**src/rtl/dseq_pkg.sv**
```systemverilog
package dseq_pkg;

   typedef enum logic [2:0] {
      K_RD      = 3'd0,
      K_WR      = 3'd1,
      K_BURST   = 3'd2,
      K_DUAL    = 3'd3,
      K_REFRESH = 3'd4
   } acc_kind_e;

   // Codes above the last defined kind are not accepted.
   function automatic logic kind_ok(input logic [2:0] k);
      return k <= 3'(K_REFRESH);
   endfunction

endpackage

```
**src/rtl/dseq_addr_map.sv**
```systemverilog
// Logical-to-physical address mapping; rotation variant chosen by parameter.
module dseq_addr_map #(
   parameter int unsigned AW     = 17,
   parameter bit          ROT_EN = 1'b1
) (
   input  logic [AW-1:0] log_i,
   input  logic          il_i,
   output logic [AW-1:0] phys_o
);

   generate
      if (ROT_EN) begin : g_rot
         // Rotate right by one: bit 0 becomes the bank bit.
         assign phys_o = il_i ? {log_i[0], log_i[AW-1:1]} : log_i;
      end else begin : g_pass
         logic unused_il;
         assign unused_il = il_i;
         assign phys_o    = log_i;
      end
   endgenerate

endmodule

```
**src/rtl/dseq_refresh_ctr.sv**
```systemverilog
// Refresh address source: N repeated in every byte lane, low bits forced high.
module dseq_refresh_ctr #(
   parameter int unsigned RW       = 8,
   parameter int unsigned LOW_ONES = 6
) (
   input  logic          clk_i,
   input  logic          rst_ni,
   input  logic          step_i,
   output logic [2*RW:0] log_addr_o
);

   localparam logic [RW-1:0] ONES = RW'((1 << LOW_ONES) - 1);

   logic [RW-1:0] n_q;

   always_ff @(posedge clk_i or negedge rst_ni) begin
      if (!rst_ni)     n_q <= '0;
      else if (step_i) n_q <= n_q + RW'(1);
   end

   // N * 0x10101 truncated to 2*RW+1 bits: no lane carries into another.
   assign log_addr_o = {n_q[0], n_q, n_q | ONES};

endmodule

```
**src/rtl/dseq_phase_gen.sv**
```systemverilog
// Cycle counter and phase decode shared by all access kinds.
module dseq_phase_gen
   import dseq_pkg::*;
#(
   parameter int unsigned MAX_BURST = 4,
   parameter bit          PAD_FULL  = 1'b1,
   localparam int unsigned LEN_W    = $clog2(MAX_BURST),
   localparam int unsigned NS_W     = $clog2(MAX_BURST + 1),
   localparam int unsigned T_W      = $clog2(4 * MAX_BURST + 5)
) (
   input  logic             clk_i,
   input  logic             rst_ni,
   input  logic             start_i,
   input  logic [2:0]       kind_i,
   input  logic [LEN_W-1:0] len_i,
   output logic             active_o,
   output logic             final_o,
   output logic             row_phase_o,
   output logic             ras_on_o,
   output logic             in_slot_o,
   output logic [1:0]       ph_o,
   output logic [LEN_W-1:0] slot_o,
   output logic [2:0]       kind_o
);

   logic             active_q;
   logic [T_W-1:0]   t_q, last_q, last_d;
   logic [NS_W-1:0]  ns_q, ns_d;
   logic [2:0]       kind_q;
   logic             pad_d;

   // Slot count and access length: 2 + 4 per slot, +2 for padded bursts.
   always_comb begin
      case (kind_i)
         K_BURST: ns_d = NS_W'(len_i) + NS_W'(1);
         K_DUAL:  ns_d = NS_W'(MAX_BURST);
         default: ns_d = NS_W'(1);
      endcase
      pad_d  = (kind_i == K_DUAL) ||
               (PAD_FULL && (kind_i == K_BURST) && (ns_d == NS_W'(MAX_BURST)));
      last_d = T_W'(4 * int'(ns_d) + (pad_d ? 3 : 1));
   end

   always_ff @(posedge clk_i or negedge rst_ni) begin
      if (!rst_ni) begin
         active_q <= 1'b0;
         t_q      <= '0;
         last_q   <= '0;
         ns_q     <= '0;
         kind_q   <= '0;
      end else if (start_i) begin
         active_q <= 1'b1;
         t_q      <= '0;
         last_q   <= last_d;
         ns_q     <= ns_d;
         kind_q   <= kind_i;
      end else if (active_q) begin
         if (t_q == last_q) active_q <= 1'b0;
         else               t_q      <= t_q + T_W'(1);
      end
   end

   // Each slot is four cycles: column setup, strobe A, strobe B, gap.
   logic [T_W-1:0] u, k_full;
   logic           past_row;

   assign u        = t_q - T_W'(2);
   assign k_full   = u >> 2;
   assign past_row = (t_q >= T_W'(2));

   assign ph_o        = u[1:0];
   assign in_slot_o   = active_q && past_row && (k_full < T_W'(ns_q));
   assign slot_o      = (k_full >= T_W'(ns_q)) ? LEN_W'(ns_q - NS_W'(1)) : LEN_W'(k_full);
   assign active_o    = active_q;
   assign final_o     = active_q && (t_q == last_q);
   assign row_phase_o = active_q && !past_row;
   assign ras_on_o    = active_q && (t_q != '0) && (t_q != last_q);
   assign kind_o      = kind_q;

endmodule

```
**src/rtl/dram_access_seq.sv**
```systemverilog
module dram_access_seq
   import dseq_pkg::*;
#(
   parameter int unsigned MUX_W     = 8,
   parameter int unsigned MAX_BURST = 4,
   parameter bit          PAD_FULL  = 1'b1,
   parameter bit          ROT_EN    = 1'b1
) (
   input  logic                         clk_i,
   input  logic                         rst_ni,
   input  logic                         req_valid_i,
   input  logic [2:0]                   req_kind_i,
   input  logic [2*MUX_W:0]             req_addr_i,
   input  logic [$clog2(MAX_BURST)-1:0] req_len_i,
   input  logic [MUX_W-1:0]             req_wdata_i,
   input  logic                         il_mode_i,
   output logic                         busy_o,
   output logic                         rd_valid_o,
   output logic [MUX_W-1:0]             rd_data_o,
   output logic [$clog2(MAX_BURST):0]   rd_index_o,
   output logic [MUX_W-1:0]             dram_addr_o,
   output logic                         dram_ras_n_o,
   output logic [1:0]                   dram_cas_n_o,
   output logic                         dram_we_n_o,
   output logic [MUX_W-1:0]             dram_dq_o,
   output logic                         dram_dq_oe_o,
   input  logic [MUX_W-1:0]             dram_dq_i
);

   localparam int unsigned AW    = 2 * MUX_W + 1;
   localparam int unsigned LEN_W = $clog2(MAX_BURST);
   localparam int unsigned IDX_W = LEN_W + 1;

   generate
      if (MUX_W < 2) begin : g_bad_mux
         $error("MUX_W must be at least 2");
      end
      if (MAX_BURST < 2 || (MAX_BURST & (MAX_BURST - 1)) != 0) begin : g_bad_burst
         $error("MAX_BURST must be a power of two, at least 2");
      end
   endgenerate

   // Acceptance and address selection
   logic          accept;
   logic [AW-1:0] ref_log, log_sel, phys;

   assign accept = req_valid_i && !busy_o && kind_ok(req_kind_i);

   always_comb begin
      if (req_kind_i == K_REFRESH)   log_sel = ref_log;
      else if (req_kind_i == K_DUAL) log_sel = {req_addr_i[AW-1:1], 1'b0};
      else                           log_sel = req_addr_i;
   end

   dseq_refresh_ctr #(.RW(MUX_W), .LOW_ONES(6)) u_ref (
      .clk_i     (clk_i),
      .rst_ni    (rst_ni),
      .step_i    (accept && (req_kind_i == K_REFRESH)),
      .log_addr_o(ref_log)
   );

   dseq_addr_map #(.AW(AW), .ROT_EN(ROT_EN)) u_map (
      .log_i (log_sel),
      .il_i  (il_mode_i),
      .phys_o(phys)
   );

   // Phase generator
   logic             active, final_w, row_phase, ras_on, in_slot;
   logic [1:0]       ph;
   logic [LEN_W-1:0] slot;
   logic [2:0]       kind_w;

   dseq_phase_gen #(.MAX_BURST(MAX_BURST), .PAD_FULL(PAD_FULL)) u_phase (
      .clk_i      (clk_i),
      .rst_ni     (rst_ni),
      .start_i    (accept),
      .kind_i     (req_kind_i),
      .len_i      (req_len_i),
      .active_o   (active),
      .final_o    (final_w),
      .row_phase_o(row_phase),
      .ras_on_o   (ras_on),
      .in_slot_o  (in_slot),
      .ph_o       (ph),
      .slot_o     (slot),
      .kind_o     (kind_w)
   );

   // Latched physical address and write byte
   logic [MUX_W-1:0] row_q, col_q, wdata_q;
   logic             bank_q;

   always_ff @(posedge clk_i or negedge rst_ni) begin
      if (!rst_ni) begin
         row_q   <= '0;
         col_q   <= '0;
         bank_q  <= 1'b0;
         wdata_q <= '0;
      end else if (accept) begin
         row_q   <= phys[2*MUX_W-1:MUX_W];
         col_q   <= phys[MUX_W-1:0];
         bank_q  <= phys[AW-1];
         wdata_q <= req_wdata_i;
      end
   end

   // Bus decode
   logic is_dual, is_wr, is_ref, col_phase, sample;
   logic [1:0] cas_n;

   assign is_dual = (kind_w == K_DUAL);
   assign is_wr   = (kind_w == K_WR);
   assign is_ref  = (kind_w == K_REFRESH);

   always_comb begin
      cas_n = 2'b11;
      if (in_slot) begin
         if (is_dual) begin
            if (ph == 2'd1) cas_n[0] = 1'b0;
            if (ph == 2'd2) cas_n[1] = 1'b0;
         end else if (ph == 2'd1 || ph == 2'd2) begin
            cas_n[bank_q] = 1'b0;
         end
      end
   end

   assign col_phase = in_slot && (ph != 2'd3);
   assign sample    = in_slot && !is_wr && !is_ref &&
                      (is_dual ? (ph == 2'd1 || ph == 2'd2) : (ph == 2'd2));

   assign busy_o       = active && !final_w;
   assign dram_ras_n_o = !ras_on;
   assign dram_cas_n_o = cas_n;
   assign dram_we_n_o  = !(is_wr && col_phase);
   assign dram_dq_oe_o = is_wr && col_phase;
   assign dram_dq_o    = dram_dq_oe_o ? wdata_q : '0;
   assign dram_addr_o  = !active ? '0 : (row_phase ? row_q : col_q + MUX_W'(slot));

   // Read return, one cycle after the sampling strobe
   logic             rd_valid_q;
   logic [MUX_W-1:0] rd_data_q;
   logic [IDX_W-1:0] rd_index_q;

   always_ff @(posedge clk_i or negedge rst_ni) begin
      if (!rst_ni) begin
         rd_valid_q <= 1'b0;
         rd_data_q  <= '0;
         rd_index_q <= '0;
      end else begin
         rd_valid_q <= sample;
         if (sample) begin
            rd_data_q  <= dram_dq_i;
            rd_index_q <= is_dual ? {slot, ph == 2'd2} : {1'b0, slot};
         end
      end
   end

   assign rd_valid_o = rd_valid_q;
   assign rd_data_o  = rd_data_q;
   assign rd_index_o = rd_index_q;

endmodule

```
**config.mk**
```make
export PLATFORM = sky130hd
export DESIGN_NAME = dram_access_seq
export DESIGN_NICKNAME = d
export VERILOG_FILES = /design/src/rtl/dseq_pkg.sv /design/src/rtl/dseq_addr_map.sv /design/src/rtl/dseq_refresh_ctr.sv /design/src/rtl/dseq_phase_gen.sv /design/src/rtl/dram_access_seq.sv
export SDC_FILE = /design/constraint.sdc
export NUM_CORES = 1
export LEC_CHECK = 0
export ABC_AREA = 0
export ABC_CLOCK_PERIOD_IN_PS = 5800
export CAP_MARGIN = 0
export CORE_MARGIN = 5
export CORE_UTILIZATION = 35
export CTS_CLUSTER_DIAMETER = 150
export DETAILED_ROUTE_END_ITERATION = 8
export HOLD_SLACK_MARGIN = 0.05
export PLACE_DENSITY = 0.6
export SYNTH_ARGS = -nofsm -noshare
export SYNTH_HDL_FRONTEND = slang
export SYNTH_SLANG_ARGS = --single-unit
```
**constraint.sdc**
```tcl
create_clock -name clk_i -period 5.8 [get_ports clk_i]
set_input_delay 0.87 -clock clk_i [delete_from_list [all_inputs] [get_ports clk_i]]
set_output_delay 0.87 -clock clk_i [all_outputs]
set_load 0.005 [all_outputs]
```
==> results.yml, run 1 <==
floorplan:
  die_h_um: 110
  die_x_um: 110
  die_area_um2: 12200
  initial_core_util_pct: 36.0
  core_area_um2: 9820
  ios: 76
  rows: 36
placed_design:
  dp_hpwl_um: 5980
  place_ws_ps: 1380
  port_buffers: 75
  gp_congestion: 0.872
  dp_cells: 518
logic_synthesis:
  synth_cell_type_count: 53
  synth-adder-area-share_pct: 5.17
  synth_compound_area_share_pct: 10.3
  syn_nets: 378
  synth-seq-cells: 59
  syn_area_per_cell_um2: 11.0
  synth_top_cell_area_share_pct: 41.8
  synth_largest_area_cell: "dfrtp_1"
  syn-instance-count: 322
  synth_top_family_by_area: "multiplexers"
  ys.warnings.count: 0
  synthTopCellsByArea: "dfrtp_1, mux2_2, mux2i_1"
  synthMuxAreaShare_pct: 18.0
  synth_xor_area_share_pct: 5.63
  synth_simple_gate_area_share_pct: 14.6
  synth.cell_area_um2: 3530
  ys_seq_area_share_pct: 41.8
clock_tree:
  htreeDepth: 3
  cts-root-buf: "clkbuf_8"
  cts_sinks: 59
  hold_buffers: 0
  numCtsBuffers: 9
  clk_pin_slew_ps: 70
  cts_tree: "done"
  clk_latency_ps: 340
  cts_setup_buffers: 0
  clk_path_buf_depth: 2
  cts.repair.resized: 0
layout:
  final_cell_mix: "clkdlybuf4s50_1, dfrtp_1, mux2_2"
  area_growth_pct: 29.0
  mostFrequentLayoutCell: "clkdlybuf4s50_1"
  fin_cells: 534
  antennaDiodeCount: 0
  num-fill-cells: 976
  drive_above_1_share_pct: 17.5
  fin_nets: 452
timing:
  relSlewSlack_pct: 29.7
  fmaxAchievable_ghz: 0.208
  fin_crit_sh_pct: 83.0
  hold_viol: 0
  fin_tns_setup_ps: 0
  holdWs_ps: 473
  worstMarginPinSlew_ps: 1050
  fin_crit_ps: 4810
  setup_violations: 0
  fin_ws_ps: 986
  maxSlewViolCount: 0
  skew_ps: 10.1
  rsz0062_at_grt: "no"
worst_setup_path:
  cp_slowest_cell: "clkdlybuf4s50_1"
  critPathMaxFanout: 7
  crit_path_end_kind: "output port"
  cp_cell_sequence: "inv_1 > ha_1 > xor2_1 > ha_1 > nand2_1 > o21ai_0 > mux2i_1 > ha_1 > fa_1 > and3_1 > nand3_1 > xor2_1 > nand2_1 > o211a_1 > clkdlybuf4s50_1"
  critical-path-max-stage-delay_ps: 500
  critPathLaunch: "u_phase.t_q[1]"
  cp_top_family: "adder cells"
  worstSetupPathType: "reg -> out"
  worstPathArrival_ps: 3940
  regToRegStartpoint: "u_phase.t_q[1]"
  worstPathBufferInverterCount: 2
  crit_required_ps: 4930
  cp-start-kind: "flip-flop"
  crit_top_cell: "ha_1"
routing:
  ant_nets: 0
  vias: 2609
  wirelength_um: 8080
  wl_per_cell_um: 15.1
  drt-initial-drc-count: 51
  firstDrtPassIters: 4
  vias_per_cell: 4.89
  drc: 0
grt:
  antenna_found_initial: 0
  grt_pass1_wl_um: 13600
  overflow: 0
  grt_usage_pct: 13.5
  grt_max_degree: 60
  grt_pass1_vias: 2765
power:
  irDropWorstVdd_mv: 0.306
  p_leak_nw: 2.00
  power_density_nw_per_um2: 587
  power_mw: 2.68
flow_run:
  max_cap_violations: 0
hold_path:
  hold_path.startpoint: "u_ref.n_q[7]"
  hold_path.class: "reg -> reg"
status:
  outcome: "completed"
## stage by stage
stage	utilization, %	area [um^2]
6_report	46.4	4560
5_1_grt	46.4	4560
4_1_cts	46.4	4560
3_3_place_gp	44.4	4360
2_1_floorplan	-	3530
3_5_place_dp	44.4	4360
## sequential cells by signal, summed over array words and instances (netlist names), 2 cells and up
register / cells
u_phase.ns_q: 3
u_phase.last_q: 2
rd_data_o: 8
u_ref.n_q: 8
wdata_q: 8
rd_index_o: 3
row_q: 8
col_q: 8
u_phase.kind_o: 3
u_phase.t_q: 5
## report_power, final
part	switching [mW]	internal [mW]
sequential	0.171	0.592
combinational	0.647	0.890
clock	0.169	0.208
total	0.987	1.69
## routing by layer
metal	vias up	routed length [um]	track usage, %
li1	1281	-	-
met1	1265	3670	16.6
met2	53	3970	22.6
met3	10	352	4.54
met4	0	83	3.45
met5	-	0	0
## logic make-up (layout without fill, tap and decap cells)
logic type / count (synthesis) / after routing
fa+ha+maj: 14 / 14
simple gates: 90 / 90
compound gates: 53 / 53
flops: 59 / 59
buf+inv: 29 / 108
xor+xnor: 21 / 21
mux: 56 / 56
## cell usage after synthesis (all sizes together)
cell	n
a2111o	1
a21o	3
a21oi	15
a22o	1
a22oi	1
a311o	1
a31oi	4
and2	14
and3	2
buf	11
clkbuf	4
dfrtp	59
fa	1
ha	13
inv	14
mux2	37
mux2i	19
nand2	18
nand2b	2
nand3	12
nand3b	3
nand4	6
nor2	14
nor2b	7
nor3	5
nor3b	2
nor4b	1
o211a	6
o21a	1
o21ai	15
o21bai	1
o2bb2ai	1
o31ai	1
o41ai	2
or2	2
or2b	1
or3	1
xnor2	15
xor2	6
## cell type report
cell class | instances | area [um^2] | share of cell area [%]
clock buffers | 11 | 141 | 3.10
inverters | 14 | 52.6 | 1.15
well taps | 133 | 166 | 3.65
clock inverters | 5 | 52.6 | 1.15
repair buffers | 78 | 768 | 16.9
multi-input cells | 234 | 1900 | 41.7
flip-flops and latches | 59 | 1480 | 32.4
## worst paths after layout
| path | to | slack (ps) | cells after the start |
|---|---|---|---|
| worst max register to register | rd_data_o[3] | 3110 | 9 |
| worst min-delay path | u_ref.n_q[7] | 470 | 1 |
| worst min register to register | u_ref.n_q[7] | 470 | 1 |
| worst max-delay path | dram_addr_o[6] | 990 | 15 |
| max in group asynchronous | wdata_q[2] | 4590 | 2 |
| min in group asynchronous | u_phase.t_q[3] | 680 | 2 |
Power figures use the tool's default switching activity.
==> inputs of run 2 (changes only) <==
Settings changed: ABC_CLOCK_PERIOD_IN_PS 5800 to 4000, PLACE_DENSITY 0.6 to 0.62.
Clock period 5.8 ns to 4 ns, I/O delays scaled along.
==> run 2 against run 1 <==
Compared with the run above:
- clock skew is 2.9 ps lower
- clock-buffer cell count is the same
- final cell count rose by 2.8%
- non-clock buffer count rose by 15
- highest routed layer unchanged
==> results.yml, run 2 (synthesis results as in run 1) <==
status:
  outcome: "completed"
clock_tree:
  hold_buffers: 0
  numCtsBuffers: 9
  cts-root-buf: "clkbuf_8"
  htreeDepth: 3
  clk_pin_slew_ps: 70
  cts_tree: "done"
  clk_latency_ps: 330
  cts_sinks: 59
  clk_path_buf_depth: 2
timing:
  fmaxAchievable_ghz: 0.261
  skew_ps: 7.28
  fin_crit_sh_pct: 95.8
  setup_violations: 0
  worstMarginPinSlew_ps: 929
  hold_viol: 0
  maxSlewViolCount: 0
  relSlewSlack_pct: 37.9
  fin_tns_setup_ps: 0
  rsz0062_at_grt: "no"
  fin_crit_ps: 3830
hold_path:
  hold_path.class: "in -> async"
layout:
  fin_nets: 467
  num-fill-cells: 973
  mostFrequentLayoutCell: "clkdlybuf4s50_1"
  final_cell_mix: "clkdlybuf4s50_1, dfrtp_1, mux2_2"
  antennaDiodeCount: 0
  drive_above_1_share_pct: 23.3
  multiInputGateArea_um2: 1960
  area_growth_pct: 33.8
  regArea_um2: 1480
routing:
  wirelength_um: 8410
  drt-initial-drc-count: 90
  wl_per_cell_um: 15.3
  ant_nets: 0
  vias: 2685
  firstDrtPassIters: 4
  drc: 0
  vias_per_cell: 4.89
floorplan:
  ios: 76
  initial_core_util_pct: 36.0
  die_h_um: 110
  die_x_um: 110
  rows: 36
  core_area_um2: 9820
  die_area_um2: 12200
grt:
  grt_pass1_vias: 2842
  overflow: 0
  grt_usage_pct: 13.9
  grt_max_degree: 49
  grt_pass1_wl_um: 14000
  antenna_found_initial: 0
power:
  pwr-share-clk_pct: 13.0
  intPower_mw: 2.61
  combPwrFrac_pct: 60.9
  p_switching_mw: 1.55
  power_mw: 4.16
  seq_power_share_pct: 26.1
  p_leak_nw: 2.10
  power_density_nw_per_um2: 879
  switching_share_pct: 37.2
  irDropWorstVdd_mv: 0.463
flow_run:
  max_cap_violations: 0
placed_design:
  gp_congestion: 0.853
  dp_hpwl_um: 6310
  port_buffers: 75
worst_setup_path:
  crit_path_end_kind: "output port"
  worstPathArrival_ps: 3230
  worstSetupPathType: "reg -> out"
  cp-start-kind: "flip-flop"
  crit_required_ps: 3400
  critPathMaxFanout: 4
==> run 2: cell count changes in the layout (fill, tap and decap cells not counted), sizes merged <==
| cell | change |
|---|---|
| clkdlybuf4s50 | -7 |
| buf | +15 |
| dlymetal6s2s | +1 |
| clkdlybuf4s15 | +2 |
| dlygate4sd2 | +4 |
==> run 2: final timing paths <==
check                      depth (start not counted)         endpoint  slack, ps            from
setup reg to reg                                   9    rd_index_o[1]       1560  u_phase.t_q[1]
setup / recovery                                  13   dram_addr_o[3]        170  u_phase.t_q[1]
max in group asynchronous                          2  u_phase.ns_q[2]       2810          rst_ni
min in group clk_i                                 1     u_ref.n_q[7]        460    u_ref.n_q[7]
hold / removal                                     1       wdata_q[5]        340          rst_ni
hold reg to reg                                    1     u_ref.n_q[7]        460    u_ref.n_q[7]
==> run 2: routing by layer <==
metal / wire (um) / track usage (%) / vias up
li1: - / - / 1309
met3: 337 / 4.76 / 6
met1: 3800 / 17.2 / 1309
met4: 80 / 3.20 / 0
met2: 4190 / 23.5 / 61
met5: 0 / 0 / -
==> run 2: area by class of cell <==
type,instances,share of cell area [%]
Tap cell,133,3.52
Timing Repair Buffer,93,18.6
Clock buffer,11,2.99
Inverter,14,1.11
Clock inverter,5,1.11
Sequential cell,59,31.2
Multi-Input combinational cell,234,41.5
==> run 2: through the flow <==
step	cell area, um^2	cells	setup WS, ps	hold slack [ps]	util, %
after CTS	4680	547	14.5	353	47.7
after global routing	4730	549	3.63	381	48.1
after floorplan	3530	322	517	304	-
after global placement	4440	528	106	454	45.2
after detailed placement	4440	528	55.0	457	45.2
final	4730	549	170	344	48.1
==> run 2: worst max-delay path, stage by stage, from the launching register on <==
cell and delay [ps]:
dfrtp_1 410, nor3_2 200, xor2_1 180, ha_1 280
a21oi_1 170, o21ai_2 100, mux2_4 340, ha_1 290
a21oi_2 230, nor2b_1 90, xnor2_1 140, nand2_1 70
o211a_1 130, dlygate4sd2_1 270
==> run 2: what timing repair did <==
action,CTS,global route
pin swaps,5,6
hold endpoints to repair,0,0
buffers inserted,3,2
setup endpoints to repair,7,16
resized for setup,16,9
==> run 2: power by group through the flow <==
stage / Clock, mW / Sequential [mW] / Combinational (mW)
2_1_floorplan: 0 / 1.03 / 1.50
3_3_place_gp: 0 / 1.08 / 2.36
3_5_place_dp: 0 / 1.09 / 2.38
4_1_cts: 0.553 / 1.08 / 2.48
5_1_grt: 0.589 / 1.12 / 2.78
6_report: 0.539 / 1.09 / 2.53
==> inputs of run 3 (changes only) <==
Settings changed: ABC_CLOCK_PERIOD_IN_PS 4000 to 4700, CTS_CLUSTER_DIAMETER 150 to 60, PLACE_DENSITY 0.62 to 0.6.
Clock period 4 ns to 4.7 ns, I/O delays scaled along.
==> run 3 against run 2 <==
Compared with the run above:
- flip-flop and latch count unchanged
- highest routed layer unchanged
- sequential power decreased by 14%
- via count decreased by 3.7%
- combinational power decreased by 24%
- worst hold slack improved by 120 ps
- power decreased by 18%
- wire length decreased by 5.2%
- non-clock buffer count decreased by 13
- cell area decreased by 2.1%
- global-route usage decreased by 0.48 points
- utilization decreased by 1.0 points
==> results.yml, run 3 (synthesis results as in run 1) <==
status:
  outcome: "completed"
timing:
  fin_tns_setup_ps: 0
  fmaxAchievable_ghz: 0.222
  fin_crit_ps: 4500
  rsz0062_at_grt: "no"
  hold_viol: 0
  setup_violations: 0
  maxSlewViolCount: 0
  fin_crit_sh_pct: 95.8
  relSlewSlack_pct: 37.2
  worstMarginPinSlew_ps: 939
  fin_ws_ps: 198
  skew_ps: 9.88
grt:
  antenna_found_initial: 0
  grt_max_degree: 60
  grt_pass1_wl_um: 13600
  grt_pass1_vias: 2703
  grt_usage_pct: 13.4
  overflow: 0
layout:
  stdcell_area_um2: 4630
  fin_nets: 454
  num-fill-cells: 963
  antennaDiodeCount: 0
  area_growth_pct: 31.0
  multiInputGateArea_um2: 1900
  drive_above_1_share_pct: 18.4
  regArea_um2: 1480
  final_cell_mix: "clkdlybuf4s50_1, dfrtp_1, mux2_2"
  mostFrequentLayoutCell: "clkdlybuf4s50_1"
clock_tree:
  hold_buffers: 0
  htreeDepth: 3
  clk_pin_slew_ps: 70
  cts_sinks: 59
  cts_tree: "done"
  numCtsBuffers: 9
  cts-root-buf: "clkbuf_8"
  clk_latency_ps: 330
  clk_path_buf_depth: 2
routing:
  firstDrtPassIters: 4
  drc: 0
  vias_per_cell: 4.82
  vias: 2585
  wirelength_um: 7970
  ant_nets: 0
  wl_per_cell_um: 14.9
  drt-initial-drc-count: 64
placed_design:
  gp_congestion: 0.873
  dpl_cell_area_um2: 4370
  dp_hpwl_um: 5940
  place_ws_ps: 473
  port_buffers: 75
worst_setup_path:
  cp_cell_sequence: "inv_1 > ha_1 > xor2_1 > ha_1 > nand2_1 > o21ai_1 > mux2_2 > fa_1 > and3_1 > nand3_1 > xor2_1 > nand2_1 > o211a_1 > clkdlybuf4s50_1"
  worstPathBufferInverterCount: 2
  crit_path_end_kind: "output port"
  cp-start-kind: "flip-flop"
  crit_required_ps: 3990
  critPathMaxFanout: 7
  critical-path-max-stage-delay_ps: 460
  worstPathArrival_ps: 3800
  cp_top_family: "adder cells"
  cp_slowest_cell: "dfrtp_1"
  worstSetupPathType: "reg -> out"
floorplan:
  core_area_um2: 9820
  die_h_um: 110
  initial_core_util_pct: 36.0
  rows: 36
  die_x_um: 110
  ios: 76
  die_area_um2: 12200
power:
  p_leak_nw: 2.04
  irDropWorstVdd_mv: 0.412
  power_density_nw_per_um2: 740
flow_run:
  max_cap_violations: 0
hold_path:
  hold_path.class: "reg -> reg"
[run 3: what timing repair did]
item,in CTS,in global routing
endpoints found under the setup margin,0,5
setup buffers,0,1
gates resized for setup,0,2
[run 3: worst paths after layout]
path,from,endpoint,slack [ps],cells past startpoint
min reg2reg,u_ref.n_q[7],u_ref.n_q[7],470,1
max in group asynchronous,rst_ni,u_phase.t_q[2],3650,2
max reg2reg,u_phase.t_q[1],rd_data_o[2],2030,9
min in group asynchronous,rst_ni,u_phase.t_q[0],520,2
max,u_phase.t_q[1],dram_addr_o[6],200,14
min,u_ref.n_q[7],u_ref.n_q[7],470,1
[run 3: routing by layer]
layer / vias up / wire, um / track usage, %
met2: 52 / 4000 / 22.7
met5: - / 0 / 0
li1: 1283 / - / -
met3: 4 / 310 / 4.32
met4: 0 / 46 / 3.20
met1: 1246 / 3610 / 16.6
[run 3: area by class of cell]
class                   instances  area share (%)
multi-input cells             234            41.1
flip-flops and latches         59            31.9
repair buffers                 80            16.9
clock buffers                  13            3.87
well taps                     133            3.60
clock inverters                 3            1.46
inverters                      14            1.14
[run 3: power by group]
group / switching (mW) / internal, mW
registers: 0.210 / 0.730
logic: 0.804 / 1.12
clock network: 0.201 / 0.357
total: 1.21 / 2.21
[run 3: worst register-to-register path, delay by kind of cell (launching register included)]
| kind | cells | cell delay (ps) |
|---|---|---|
| compound gates | 2 | 640 |
| xor+xnor | 1 | 160 |
| simple gates | 2 | 300 |
| flops | 1 | 460 |
| buf+inv | 1 | 120 |
| mux | 1 | 340 |
| fa+ha+maj | 2 | 530 |
[run 3: metrics by stage]
| step | utilization, % | hold WS (ps) | instances | total power [mW] |
|---|---|---|---|---|
| after floorplan | - | 409 | 322 | 2.15 |
| after global placement | 44.5 | 459 | 519 | 2.85 |
| after global routing | 47.1 | 495 | 536 | 3.72 |
| final | 47.1 | 468 | 536 | 3.42 |
| after CTS | 47.0 | 471 | 535 | 3.45 |
| after detailed placement | 44.5 | 461 | 519 | 2.87 |
